File: src/rtl/clkroot_pkg.sv
package clkroot_pkg;

    localparam int NSRC   = 8;
    localparam int SEL_W  = $clog2(NSRC);
    localparam int PRE_W  = 3;
    localparam int POST_W = 6;

    // One target command as queued by the controller.
    typedef struct packed {
        logic [SEL_W-1:0]  src;
        logic              gate;
        logic [PRE_W-1:0]  pre;
        logic [POST_W-1:0] post;
    } tgt_cmd_t;

    // Switch-over handshake steps.
    typedef enum logic [1:0] {
        SW_IDLE,
        SW_DRAIN,
        SW_SWAP,
        SW_FILL
    } sw_state_e;

    // Branch index: 0 = A, 1 = B.
    function automatic logic peer(input logic b);
        return ~b;
    endfunction

endpackage

File: src/rtl/clkroot_sync.sv
module clkroot_sync #(
    parameter int           W       = 1,
    parameter logic [W-1:0] RST_VAL = '0
) (
    input  logic         clk,
    input  logic         rst,
    input  logic [W-1:0] d,
    output logic [W-1:0] q
);

    logic [W-1:0] meta;

    always_ff @(posedge clk) begin
        if (rst) begin
            meta <= RST_VAL;
            q    <= RST_VAL;
        end else begin
            meta <= d;
            q    <= meta;
        end
    end

endmodule

File: src/rtl/clkroot_branch.sv
module clkroot_branch
    import clkroot_pkg::*;
#(
    parameter bit PRE_ON   = 1'b1,
    parameter bit GATE_RST = 1'b0
) (
    input  logic                clk,
    input  logic                rst,
    input  logic [NSRC-1:0]     src_tick,
    input  logic [SEL_W-1:0]    sel,
    input  logic [PRE_W-1:0]    pre_n,
    input  logic                gate_req,
    input  logic                restart,
    output logic                gate_on,
    output logic                pre_tick
);

    logic [PRE_W-1:0] limit;
    logic [PRE_W-1:0] cnt;
    logic             gated;

    clkroot_sync #(.W(1), .RST_VAL(GATE_RST)) u_gate_sync (
        .clk (clk),
        .rst (rst),
        .d   (gate_req),
        .q   (gate_on)
    );

    // A core-style slice has no pre-divide stage: the limit is forced to zero.
    assign limit = PRE_ON ? pre_n : '0;
    assign gated = src_tick[sel] & gate_on;

    always_ff @(posedge clk) begin
        if (rst || restart) begin
            cnt      <= '0;
            pre_tick <= 1'b0;
        end else begin
            pre_tick <= 1'b0;
            if (gated) begin
                if (cnt >= limit) begin
                    cnt      <= '0;
                    pre_tick <= 1'b1;
                end else begin
                    cnt <= cnt + 1'b1;
                end
            end
        end
    end


    sel_hold_chk: assert property (@(posedge clk) disable iff (rst)
        (gate_on && $past(gate_on)) |-> $stable(sel));

endmodule

File: src/rtl/clkroot_post.sv
module clkroot_post
    import clkroot_pkg::*;
(
    input  logic              clk,
    input  logic              rst,
    input  logic              in_tick,
    input  logic [POST_W-1:0] post_n,
    output logic              out_tick
);

    logic [POST_W-1:0] cur;
    logic [POST_W-1:0] cnt;

    always_ff @(posedge clk) begin
        if (rst) begin
            cur      <= '0;
            cnt      <= '0;
            out_tick <= 1'b0;
        end else begin
            out_tick <= 1'b0;
            if (in_tick) begin
                if (cnt >= cur) begin
                    cnt      <= '0;
                    cur      <= post_n;
                    out_tick <= 1'b1;
                end else begin
                    cnt <= cnt + 1'b1;
                end
            end
        end
    end


    post_range_chk: assert property (@(posedge clk) disable iff (rst)
        cnt <= cur);


    post_wrap_only_chk: assert property (@(posedge clk) disable iff (rst)
        !$stable(cur) |-> (cnt == '0));

endmodule

File: src/rtl/clkroot_ctrl.sv
module clkroot_ctrl
    import clkroot_pkg::*;
#(
    parameter int QDEPTH = 4
) (
    input  logic                         clk,
    input  logic                         rst,
    input  logic                         wr_en,
    input  tgt_cmd_t                     wr_cmd,
    input  logic [NSRC-1:0]              run_ok,
    input  logic [1:0]                   gate_on,
    output logic [1:0][SEL_W-1:0]        sel_q,
    output logic [1:0][PRE_W-1:0]        pre_q,
    output logic [1:0]                   gate_q,
    output logic [1:0]                   restart,
    output logic                         act,
    output logic [POST_W-1:0]            post_q,
    output logic                         busy,
    output logic                         fault
);

    localparam int PTR_W = (QDEPTH > 1) ? $clog2(QDEPTH) : 1;
    localparam int CNT_W = $clog2(QDEPTH + 1);

    tgt_cmd_t          fifo [QDEPTH];
    logic [PTR_W-1:0]  wp;
    logic [PTR_W-1:0]  rp;
    logic [CNT_W-1:0]  cnt;
    tgt_cmd_t          head;
    logic              pop;
    sw_state_e         state;
    logic              cur_gate;
    logic [POST_W-1:0] cur_post;
    logic              idle_b;

    assign head   = fifo[rp];
    assign pop    = (state == SW_IDLE) && (cnt != '0);
    assign busy   = (cnt != '0) || (state != SW_IDLE);
    assign idle_b = peer(act);

    // Command queue, applied strictly in order.
    always_ff @(posedge clk) begin
        if (rst) begin
            wp  <= '0;
            rp  <= '0;
            cnt <= '0;
        end else begin
            if (wr_en) begin
                fifo[wp] <= wr_cmd;
                wp       <= (wp == PTR_W'(QDEPTH - 1)) ? '0 : wp + 1'b1;
            end
            if (pop) begin
                rp <= (rp == PTR_W'(QDEPTH - 1)) ? '0 : rp + 1'b1;
            end
            cnt <= cnt + CNT_W'(wr_en) - CNT_W'(pop);
        end
    end

    // Switch-over handshake.
    always_ff @(posedge clk) begin
        if (rst) begin
            state    <= SW_IDLE;
            act      <= 1'b0;
            sel_q    <= '0;
            pre_q    <= '0;
            gate_q   <= 2'b01;
            restart  <= 2'b00;
            post_q   <= '0;
            fault    <= 1'b0;
            cur_gate <= 1'b0;
            cur_post <= '0;
        end else begin
            restart <= 2'b00;
            unique case (state)
                SW_IDLE: begin
                    if (cnt != '0) begin
                        if (!run_ok[head.src]) begin
                            fault <= 1'b1;
                        end else begin
                            fault           <= 1'b0;
                            sel_q[idle_b]   <= head.src;
                            pre_q[idle_b]   <= head.pre;
                            restart[idle_b] <= 1'b1;
                            gate_q[act]     <= 1'b0;
                            cur_gate        <= head.gate;
                            cur_post        <= head.post;
                            state           <= SW_DRAIN;
                        end
                    end
                end
                SW_DRAIN: begin
                    if (!gate_on[act]) state <= SW_SWAP;
                end
                SW_SWAP: begin
                    act            <= idle_b;
                    gate_q[idle_b] <= cur_gate;
                    post_q         <= cur_post;
                    state          <= SW_FILL;
                end
                SW_FILL: begin
                    if (gate_on[act] == gate_q[act]) state <= SW_IDLE;
                end
                default: state <= SW_IDLE;
            endcase
        end
    end


    no_overflow_chk: assert property (@(posedge clk) disable iff (rst)
        wr_en |-> (cnt != CNT_W'(QDEPTH)));


    flip_in_swap_chk: assert property (@(posedge clk) disable iff (rst)
        !$stable(act) |-> $past(state == SW_SWAP));


    fault_no_flip_chk: assert property (@(posedge clk) disable iff (rst)
        $rose(fault) |-> ($stable(act) && $stable(sel_q)));

endmodule

File: src/rtl/clkroot_slice.sv
module clkroot_slice
    import clkroot_pkg::*;
#(
    parameter int QDEPTH = 4,
    parameter bit PRE_ON = 1'b1
) (
    input  logic              clk,
    input  logic              rst,
    input  logic [7:0]        src_tick,
    input  logic [7:0]        src_run,
    input  logic              wr_en,
    input  logic [2:0]        wr_src,
    input  logic              wr_gate,
    input  logic [2:0]        wr_pre,
    input  logic [5:0]        wr_post,
    output logic              busy,
    output logic              fault,
    output logic              act_b,
    output logic [2:0]        sel_a,
    output logic [2:0]        sel_b,
    output logic              root_tick
);

    tgt_cmd_t                 cmd;
    logic [NSRC-1:0]          run_ok;
    logic [1:0][SEL_W-1:0]    sel_q;
    logic [1:0][PRE_W-1:0]    pre_q;
    logic [1:0]               gate_q;
    logic [1:0]               restart;
    logic [1:0]               gate_on;
    logic [1:0]               pre_tick;
    logic [POST_W-1:0]        post_q;
    logic                     act;

    assign cmd = '{src: wr_src, gate: wr_gate, pre: wr_pre, post: wr_post};

    clkroot_sync #(.W(NSRC), .RST_VAL('0)) u_run_sync (
        .clk (clk),
        .rst (rst),
        .d   (src_run),
        .q   (run_ok)
    );

    clkroot_ctrl #(.QDEPTH(QDEPTH)) u_ctrl (
        .clk     (clk),
        .rst     (rst),
        .wr_en   (wr_en),
        .wr_cmd  (cmd),
        .run_ok  (run_ok),
        .gate_on (gate_on),
        .sel_q   (sel_q),
        .pre_q   (pre_q),
        .gate_q  (gate_q),
        .restart (restart),
        .act     (act),
        .post_q  (post_q),
        .busy    (busy),
        .fault   (fault)
    );

    for (genvar g = 0; g < 2; g++) begin : g_branch
        clkroot_branch #(.PRE_ON(PRE_ON), .GATE_RST(g == 0)) u_branch (
            .clk      (clk),
            .rst      (rst),
            .src_tick (src_tick),
            .sel      (sel_q[g]),
            .pre_n    (pre_q[g]),
            .gate_req (gate_q[g]),
            .restart  (restart[g]),
            .gate_on  (gate_on[g]),
            .pre_tick (pre_tick[g])
        );
    end

    clkroot_post u_post (
        .clk      (clk),
        .rst      (rst),
        .in_tick  (act ? pre_tick[1] : pre_tick[0]),
        .post_n   (post_q),
        .out_tick (root_tick)
    );

    assign act_b = act;
    assign sel_a = sel_q[0];
    assign sel_b = sel_q[1];


    break_before_make_chk: assert property (@(posedge clk) disable iff (rst)
        !(gate_on[0] && gate_on[1]));

endmodule

File: config.mk
export PLATFORM = sky130hd
export DESIGN_NAME = clkroot_slice
export DESIGN_NICKNAME = d
export VERILOG_FILES = /design/src/rtl/clkroot_pkg.sv /design/src/rtl/clkroot_sync.sv /design/src/rtl/clkroot_branch.sv /design/src/rtl/clkroot_post.sv /design/src/rtl/clkroot_ctrl.sv /design/src/rtl/clkroot_slice.sv
export SDC_FILE = /design/constraint.sdc
export NUM_CORES = 1
export LEC_CHECK = 0
export BUFFER_PORTS_ARGS = -buffer_cell sky130_fd_sc_hd__buf_2
export CAP_MARGIN = 20
export CELL_PAD_IN_SITES_DETAIL_PLACEMENT = 1
export CELL_PAD_IN_SITES_GLOBAL_PLACEMENT = 1
export CORE_MARGIN = 2
export CORE_UTILIZATION = 51
export CTS_BUF_LIST = sky130_fd_sc_hd__clkbuf_4 sky130_fd_sc_hd__clkbuf_8
export DETAILED_ROUTE_END_ITERATION = 12
export PLACE_DENSITY_LB_ADDON = 0.25
export SYNTH_ARGS = -nofsm -noshare
export SYNTH_HDL_FRONTEND = slang
export SYNTH_SLANG_ARGS = --single-unit
File: constraint.sdc
create_clock -name clk -period 2.9 [get_ports clk]
set_input_delay 0.725 -clock clk [delete_from_list [all_inputs] [get_ports clk]]
set_output_delay 0.725 -clock clk [all_outputs]
set_load 0.05 [all_outputs]
==> results.txt, run 1 <==
Status -> complete, no violations
Fin. Hold Viols -> 0
Peak VDD IR -> 0.538 mV
Routability cong. -> 0.745
TritonRoute pass-1 iters -> 4
Synth top area share -> 30.0%
RSZ-0062 raised after global routing -> no
Synth async-reset ratio -> 0%
H-tree Lvls -> 4
Syn Area/Cell -> 12.7 um^2
Share of cells above drive strength 1 -> 21.0%
Fmax achieved -> 402 MHz
Worst EP required -> 3.22 ns
Die area -> 0.0117 mm^2
Number of remaining DRC errors -> 0
Yosys reg bits -> 135
Resized Gates After CTS -> 0
Hold Path Class -> reg -> reg
Period utilisation layout -> 85.8%
Synth Flop Type -> dfxtp_1
GRT Total Usage -> 20.4%
First-pass GRT wire length -> 18000 um
Buffers on Ports -> 41
Antenna Violating Nets Remaining -> 0
Max-cap viol count -> 0
Die X -> 108 um
Yosys cell types -> 45
Initial antenna violation count -> 0
Area delta synth->final -> 14.9%
Wirelength per Cell -> 17.0 um
Clk_skew -> 0.00808 ns
Dominant cell type by area after synthesis -> dfxtp_1
Leakage Power -> 2.52 nW
Pre-CTS setup slack -> 0.412 ns
Vias in the first global route -> 3640
Reg clk slew, reported paths -> 0.07 ns
Die height -> 108 um
DRT iter0 DRCs -> 121
Synth Cell Area -> 0.00553 mm^2
TritonCTS buffer count -> 17
I/O pin cnt -> 42
Post-DR vias/cell -> 5.27
Post-cts hold buffer count -> 0
Crit Path Class -> reg -> reg
Core area -> 0.0107 mm^2
Inserted Diodes -> 0
EDFF count, synth -> 52
Worst EP arrival -> 2.80 ns
Crit start category -> register
Nets -> 540
Clock Root Buffer -> clkbuf_8
Largest net degree at the start of global routing -> 77
Detailed placement HPWL -> 7500 um
Sequential area share after synthesis -> 58.3%
Most frequent cells after synthesis -> dfxtp_1 (83), nor2_1 (53), edfxtp_1 (52)
Clock sink count -> 135
Max-slew violations -> 0
Fin crit period -> 2.49 ns
Crit path max fanout -> 7
Pwr dens -> 891 mW/mm^2
# rows -> 38
Fin cells -> 635
CTS tree -> done
CP endpoint kind -> register
Final Setup Violations -> 0
Cell total after placement -> 603
CTS Buffer Depth -> 2
Worst-Margin Slew -> 0.705 ns
Synth area leaders -> dfxtp_1 (30%), edfxtp_1 (28%), mux2i_1 (7.4%)
Post-Syn Instances -> 435
Syn Nets -> 493
Most frequent cell after synthesis -> dfxtp_1
Worst rel slew slack -> 53.0%
Power Total -> 5.66 mW
Final setup TNS -> 0 ns
Initial Util -> 51.7%
Vias -> 3349
Post-CTS Setup Bufs -> 0
Worst-skew pair later-pin latency -> 0.44 ns
Final WS setup -> 0.411 ns
Synthesis Warnings -> 0
WL final -> 10800 um
Congestion Overflow GR -> 0
[per-stage QoR]
stage	hold WS, ns	cell area, um^2	util, %
floorplan	0.389	5530	-
global placement	0.397	5870	54.9
detailed placement	0.424	5870	54.9
global route	0.456	6350	59.4
finish	0.436	6350	59.4
CTS	0.442	6350	59.4
[state kept, by name, indices dropped and copies added (netlist names), 3 cells and up, named ones only]
| register | cells |
|---|---|
| u_ctrl.pre_q | 6 |
| g_branch.u_branch.cnt | 6 |
| u_post.cnt | 6 |
| u_ctrl.post_q | 6 |
| u_run_sync.meta | 8 |
| u_ctrl.sel_q | 6 |
| u_ctrl.cur_post | 6 |
| u_ctrl.fifo | 52 |
| u_ctrl.cnt | 3 |
| u_post.cur | 6 |
| u_run_sync.q | 8 |
[cell type report]
cell class	instances	area [um^2]
fill	1074	4350
sequential	135	3220
multi-input combinational	261	2140
clock buffer	19	255
timing repair buffer	45	248
clock inverter	13	226
tap	140	175
inverter	22	82.6
[path summary, 6_finish.rpt]
check                                                   start                                            end  slack [ns]  cells after the start
min          g_branch[1].u_branch.u_gate_sync.meta$_SDFF_PP0_  g_branch[1].u_branch.u_gate_sync.q$_SDFF_PP0_        0.44                      1
max                                                  register                   u_ctrl.pre_q[5]$_SDFFE_PP0P_        0.41                      7
min reg2reg  g_branch[1].u_branch.u_gate_sync.meta$_SDFF_PP0_  g_branch[1].u_branch.u_gate_sync.q$_SDFF_PP0_        0.44                      1
max reg2reg                                          register                   u_ctrl.pre_q[5]$_SDFFE_PP0P_        0.41                      7
[routing by layer]
| metal | track usage, % | up-vias | wire (um) |
|---|---|---|---|
| met5 | 0 | - | 0 |
| met4 | 8.06 | 0 | 131 |
| met1 | 24.5 | 1675 | 4700 |
| met2 | 35.2 | 35 | 5680 |
| li1 | - | 1627 | - |
| met3 | 5.30 | 12 | 259 |
[critical path, cell delays in order, from the launching register on]
cell	delay, ns
dfxtp_1	0.45
mux4_2	0.64
mux2_4	0.34
a2bb2oi_2	0.17
o211ai_2	0.09
nand2b_1	0.39
mux2i_1	0.23
nor2_1	0.06
[logic make-up after synthesis]
| family | count (synthesis) | synth area share (%) |
|---|---|---|
| buffers and inverters | 39 | 2.99 |
| multiplexers | 63 | 15.4 |
| AND/OR/NAND/NOR | 128 | 11.4 |
| flip-flops | 135 | 58.3 |
| adder cells (fa/ha/maj) | 26 | 6.02 |
| XOR/XNOR | 8 | 1.27 |
| AO/OA/AOI/OAI | 36 | 4.66 |
[placed cells by master (no fill, tap or decap), types with 6 or more instances in the layout]
| cell | netlist | layout |
|---|---|---|
| dfxtp_1 | 83 | 83 |
| nor2_1 | 53 | 53 |
| edfxtp_1 | 52 | 52 |
| mux2i_1 | 41 | 41 |
| buf_2 | 0 | 41 |
| nor2b_1 | 25 | 25 |
| ha_1 | 25 | 25 |
| inv_1 | 21 | 21 |
| clkbuf_8 | 0 | 18 |
| nand2_1 | 17 | 17 |
| mux4_2 | 17 | 17 |
| a21oi_1 | 10 | 10 |
| nor3_1 | 8 | 8 |
| bufinv_16 | 0 | 6 |
[power by group]
part	internal [mW]	leakage, nW	switching, mW
sequential	2.16	1.15	0.152
clock	1.14	0.235	0.711
combinational	0.663	1.14	0.839
No activity file was read; power rests on OpenSTA's default activity.
==> run 2, diff against run 1 <==
--- a/config.mk
+++ b/config.mk
@@ -10,7 +10,7 @@
 export CELL_PAD_IN_SITES_DETAIL_PLACEMENT = 1
 export CELL_PAD_IN_SITES_GLOBAL_PLACEMENT = 1
 export CORE_MARGIN = 2
-export CORE_UTILIZATION = 51
+export CORE_UTILIZATION = 46
 export CTS_BUF_LIST = sky130_fd_sc_hd__clkbuf_4 sky130_fd_sc_hd__clkbuf_8
 export DETAILED_ROUTE_END_ITERATION = 12
 export PLACE_DENSITY_LB_ADDON = 0.25
==> constraint.sdc (replaced) <==
create_clock -name clk -period 2.1 [get_ports clk]
set_input_delay 0.525 -clock clk [delete_from_list [all_inputs] [get_ports clk]]
set_output_delay 0.525 -clock clk [all_outputs]
set_load 0.05 [all_outputs]
==> results.txt, run 2 (synthesized netlist as in run 1, its figures left out) <==
Buffers on Ports -> 41
Pwr dens -> 1180 mW/mm^2
Reg power frac -> 41.2%
Critical path startpoint -> u_ctrl.fifo[2][11]$_DFFE_PP_
Clk_skew -> 0.0104 ns
Clock Root Buffer -> clkbuf_8
Congestion Overflow GR -> 0
TritonRoute pass-1 iters -> 4
Most common cell after layout, fill and taps aside -> dfxtp_1
Post-DR vias/cell -> 5.17
Psw -> 2.56 mW
Most frequent cells in the layout -> dfxtp_1 (80), nor2_1 (52), edfxtp_1 (52), mux2i_1 (40), buf_2 (40)
Failing checks -> setup timing
Antenna Violating Nets Remaining -> 0
Wirelength per Cell -> 16.9 um
Worst EP required -> 2.43 ns
Peak VDD IR -> 0.714 mV
Largest net degree at the start of global routing -> 42
Share of cells above drive strength 1 -> 27.3%
Max stage delay cell, worst path -> mux4_2
H-tree Lvls -> 4
Max-slew violations -> 0
Worst path cell trace -> mux4_2, mux2i_1, mux2i_1, o21ai_1, a221oi_2, mux2i_1, nor2_1
Crit path max fanout -> 6
Final instance area -> 0.00655 mm^2
Fmax achieved -> 448 MHz
Crit Path Class -> reg -> reg
Number of remaining DRC errors -> 0
Power Total -> 7.72 mW
Detailed placement HPWL -> 8450 um
I/O pin cnt -> 42
Max FFs per register -> 52
R2r endpoint -> u_ctrl.state[1]$_SDFFE_PP0P_
Initial Util -> 46.6%
Die area -> 0.0129 mm^2
Die height -> 114 um
Worst rel slew slack -> 66.9%
Leakage Power -> 2.63 nW
Reg clk slew, reported paths -> 0.08 ns
Crit path to -> u_ctrl.state[1]$_SDFFE_PP0P_
CTS Buffer Depth -> 2
Clock power frac -> 26.7%
Worst hold stages -> 1
CTS tree -> done
Logic pwr share -> 32.1%
Worst-Margin Slew -> 0.484 ns
GRT Total Usage -> 19.3%
Hold Path Class -> in -> reg
Crit Reg-Reg Startpoint -> u_ctrl.fifo[2][11]$_DFFE_PP_
Period utilisation layout -> 106%
Routability cong. -> 0.741
Pre-CTS setup slack -> -0.229 ns
Fin crit period -> 2.23 ns
Inserted Diodes -> 0
Cell repeated most along the worst path -> mux2i_1
CP endpoint kind -> register
Min-delay src -> wr_post[2]
Internal power -> 5.16 mW
# fillers -> 1209
Multi-input logic area -> 0.00218 mm^2
RSZ-0062 raised after global routing -> yes
Post-cts hold buffer count -> 0
Post-placement cell area -> 0.00607 mm^2
Switching portion of total power -> 33.1%
Crit start category -> register
Reg2Reg Depth -> 7
Vias in the first global route -> 3800
Crit-path max cell delay -> 0.59 ns
Smallest hold slack -> 0.290 ns
Max-cap viol count -> 0
Clock sink count -> 135
Die X -> 114 um
Final Setup Violations -> 23
TritonCTS buffer count -> 17
FF+latch area -> 0.00323 mm^2
Nets -> 568
WL final -> 11300 um
Fin. Hold Viols -> 0
Area delta synth->final -> 18.4%
DRT iter0 DRCs -> 139
Final WS setup -> -0.132 ns
# rows -> 40
Top reg by flops -> u_ctrl.fifo
Initial antenna violation count -> 0
First-pass GRT wire length -> 18900 um
Worst-skew pair later-pin latency -> 0.44 ns
Core area -> 0.0119 mm^2
Largest regs -> u_ctrl.fifo (52), u_run_sync.meta (8), u_run_sync.q (8)
Worst EP arrival -> 2.56 ns
Vias -> 3464
Setup slack, reg-to-reg -> -0.13 ns
Status -> complete, but fails checks
Final Core Density -> 55.2%
-- run 2: cell count changes in the layout (fill, tap and decap cells not counted), sizes merged --
cell      previous run  this run
buf                 45        73
bufinv               6         1
clkbuf              19        18
clkinv               4         2
clkinvlp             3         5
inv                 22        28
-- run 2: power by group through the flow --
stage	clock network [mW]	logic, mW	registers (mW)
after floorplan	0	1.56	3.30
after global placement	0	2.19	3.22
after detailed placement	0	2.32	3.24
after CTS	2.11	2.38	3.19
after global routing	2.24	2.69	3.22
final	2.06	2.48	3.18
-- run 2: per-layer routing --
metal,wire length (um),vias up,GRT usage (%)
met5,0,-,0
met4,159,0,6.59
met3,467,12,5.79
met2,5520,52,31.8
met1,5160,1712,24.4
li1,-,1688,-
-- run 2: worst min path at each step --
stage,to
2_1_floorplan,g_branch[0].u_branch.u_gate_sync.q$_SDFF_PP1_
5_1_grt,u_ctrl.fifo[2][2]$_DFFE_PP_
6_report,u_ctrl.fifo[2][2]$_DFFE_PP_
3_5_place_dp,g_branch[0].u_branch.u_gate_sync.q$_SDFF_PP1_
4_1_cts,u_ctrl.fifo[2][2]$_DFFE_PP_
3_3_place_gp,g_branch[0].u_branch.u_gate_sync.q$_SDFF_PP1_
-- run 2: what timing repair did --
action                                  CTS  global route
endpoints found under the setup margin   25            33
gates resized for setup                   5             9
pin swaps                                 3             3
buffers inserted                          1             3
-- run 2: area by class of cell --
cell class	count	area share, %
Inverter	22	1.26
Clock buffer	18	3.69
Timing Repair Buffer	73	7.45
Multi-Input combinational cell	261	33.3
Sequential cell	135	49.3
Tap cell	147	2.81
Clock inverter	14	2.18
-- run 2: worst max-delay path: cells and delay by family (launching register included) --
| kind | cells | cell delay (ns) |
|---|---|---|
| compound gates | 2 | 0.46 |
| flops | 1 | 0.38 |
| mux | 4 | 1.22 |
| simple gates | 1 | 0.05 |
-- run 2: stage by stage --
| stage | instances | setup TNS [ns] |
|---|---|---|
| after global placement | 634 | -0.715 |
| final | 670 | -1.55 |
| after detailed placement | 634 | -2.43 |
| after CTS | 667 | -1.61 |
| after floorplan | 435 | -0.0497 |
| after global routing | 670 | -4.47 |
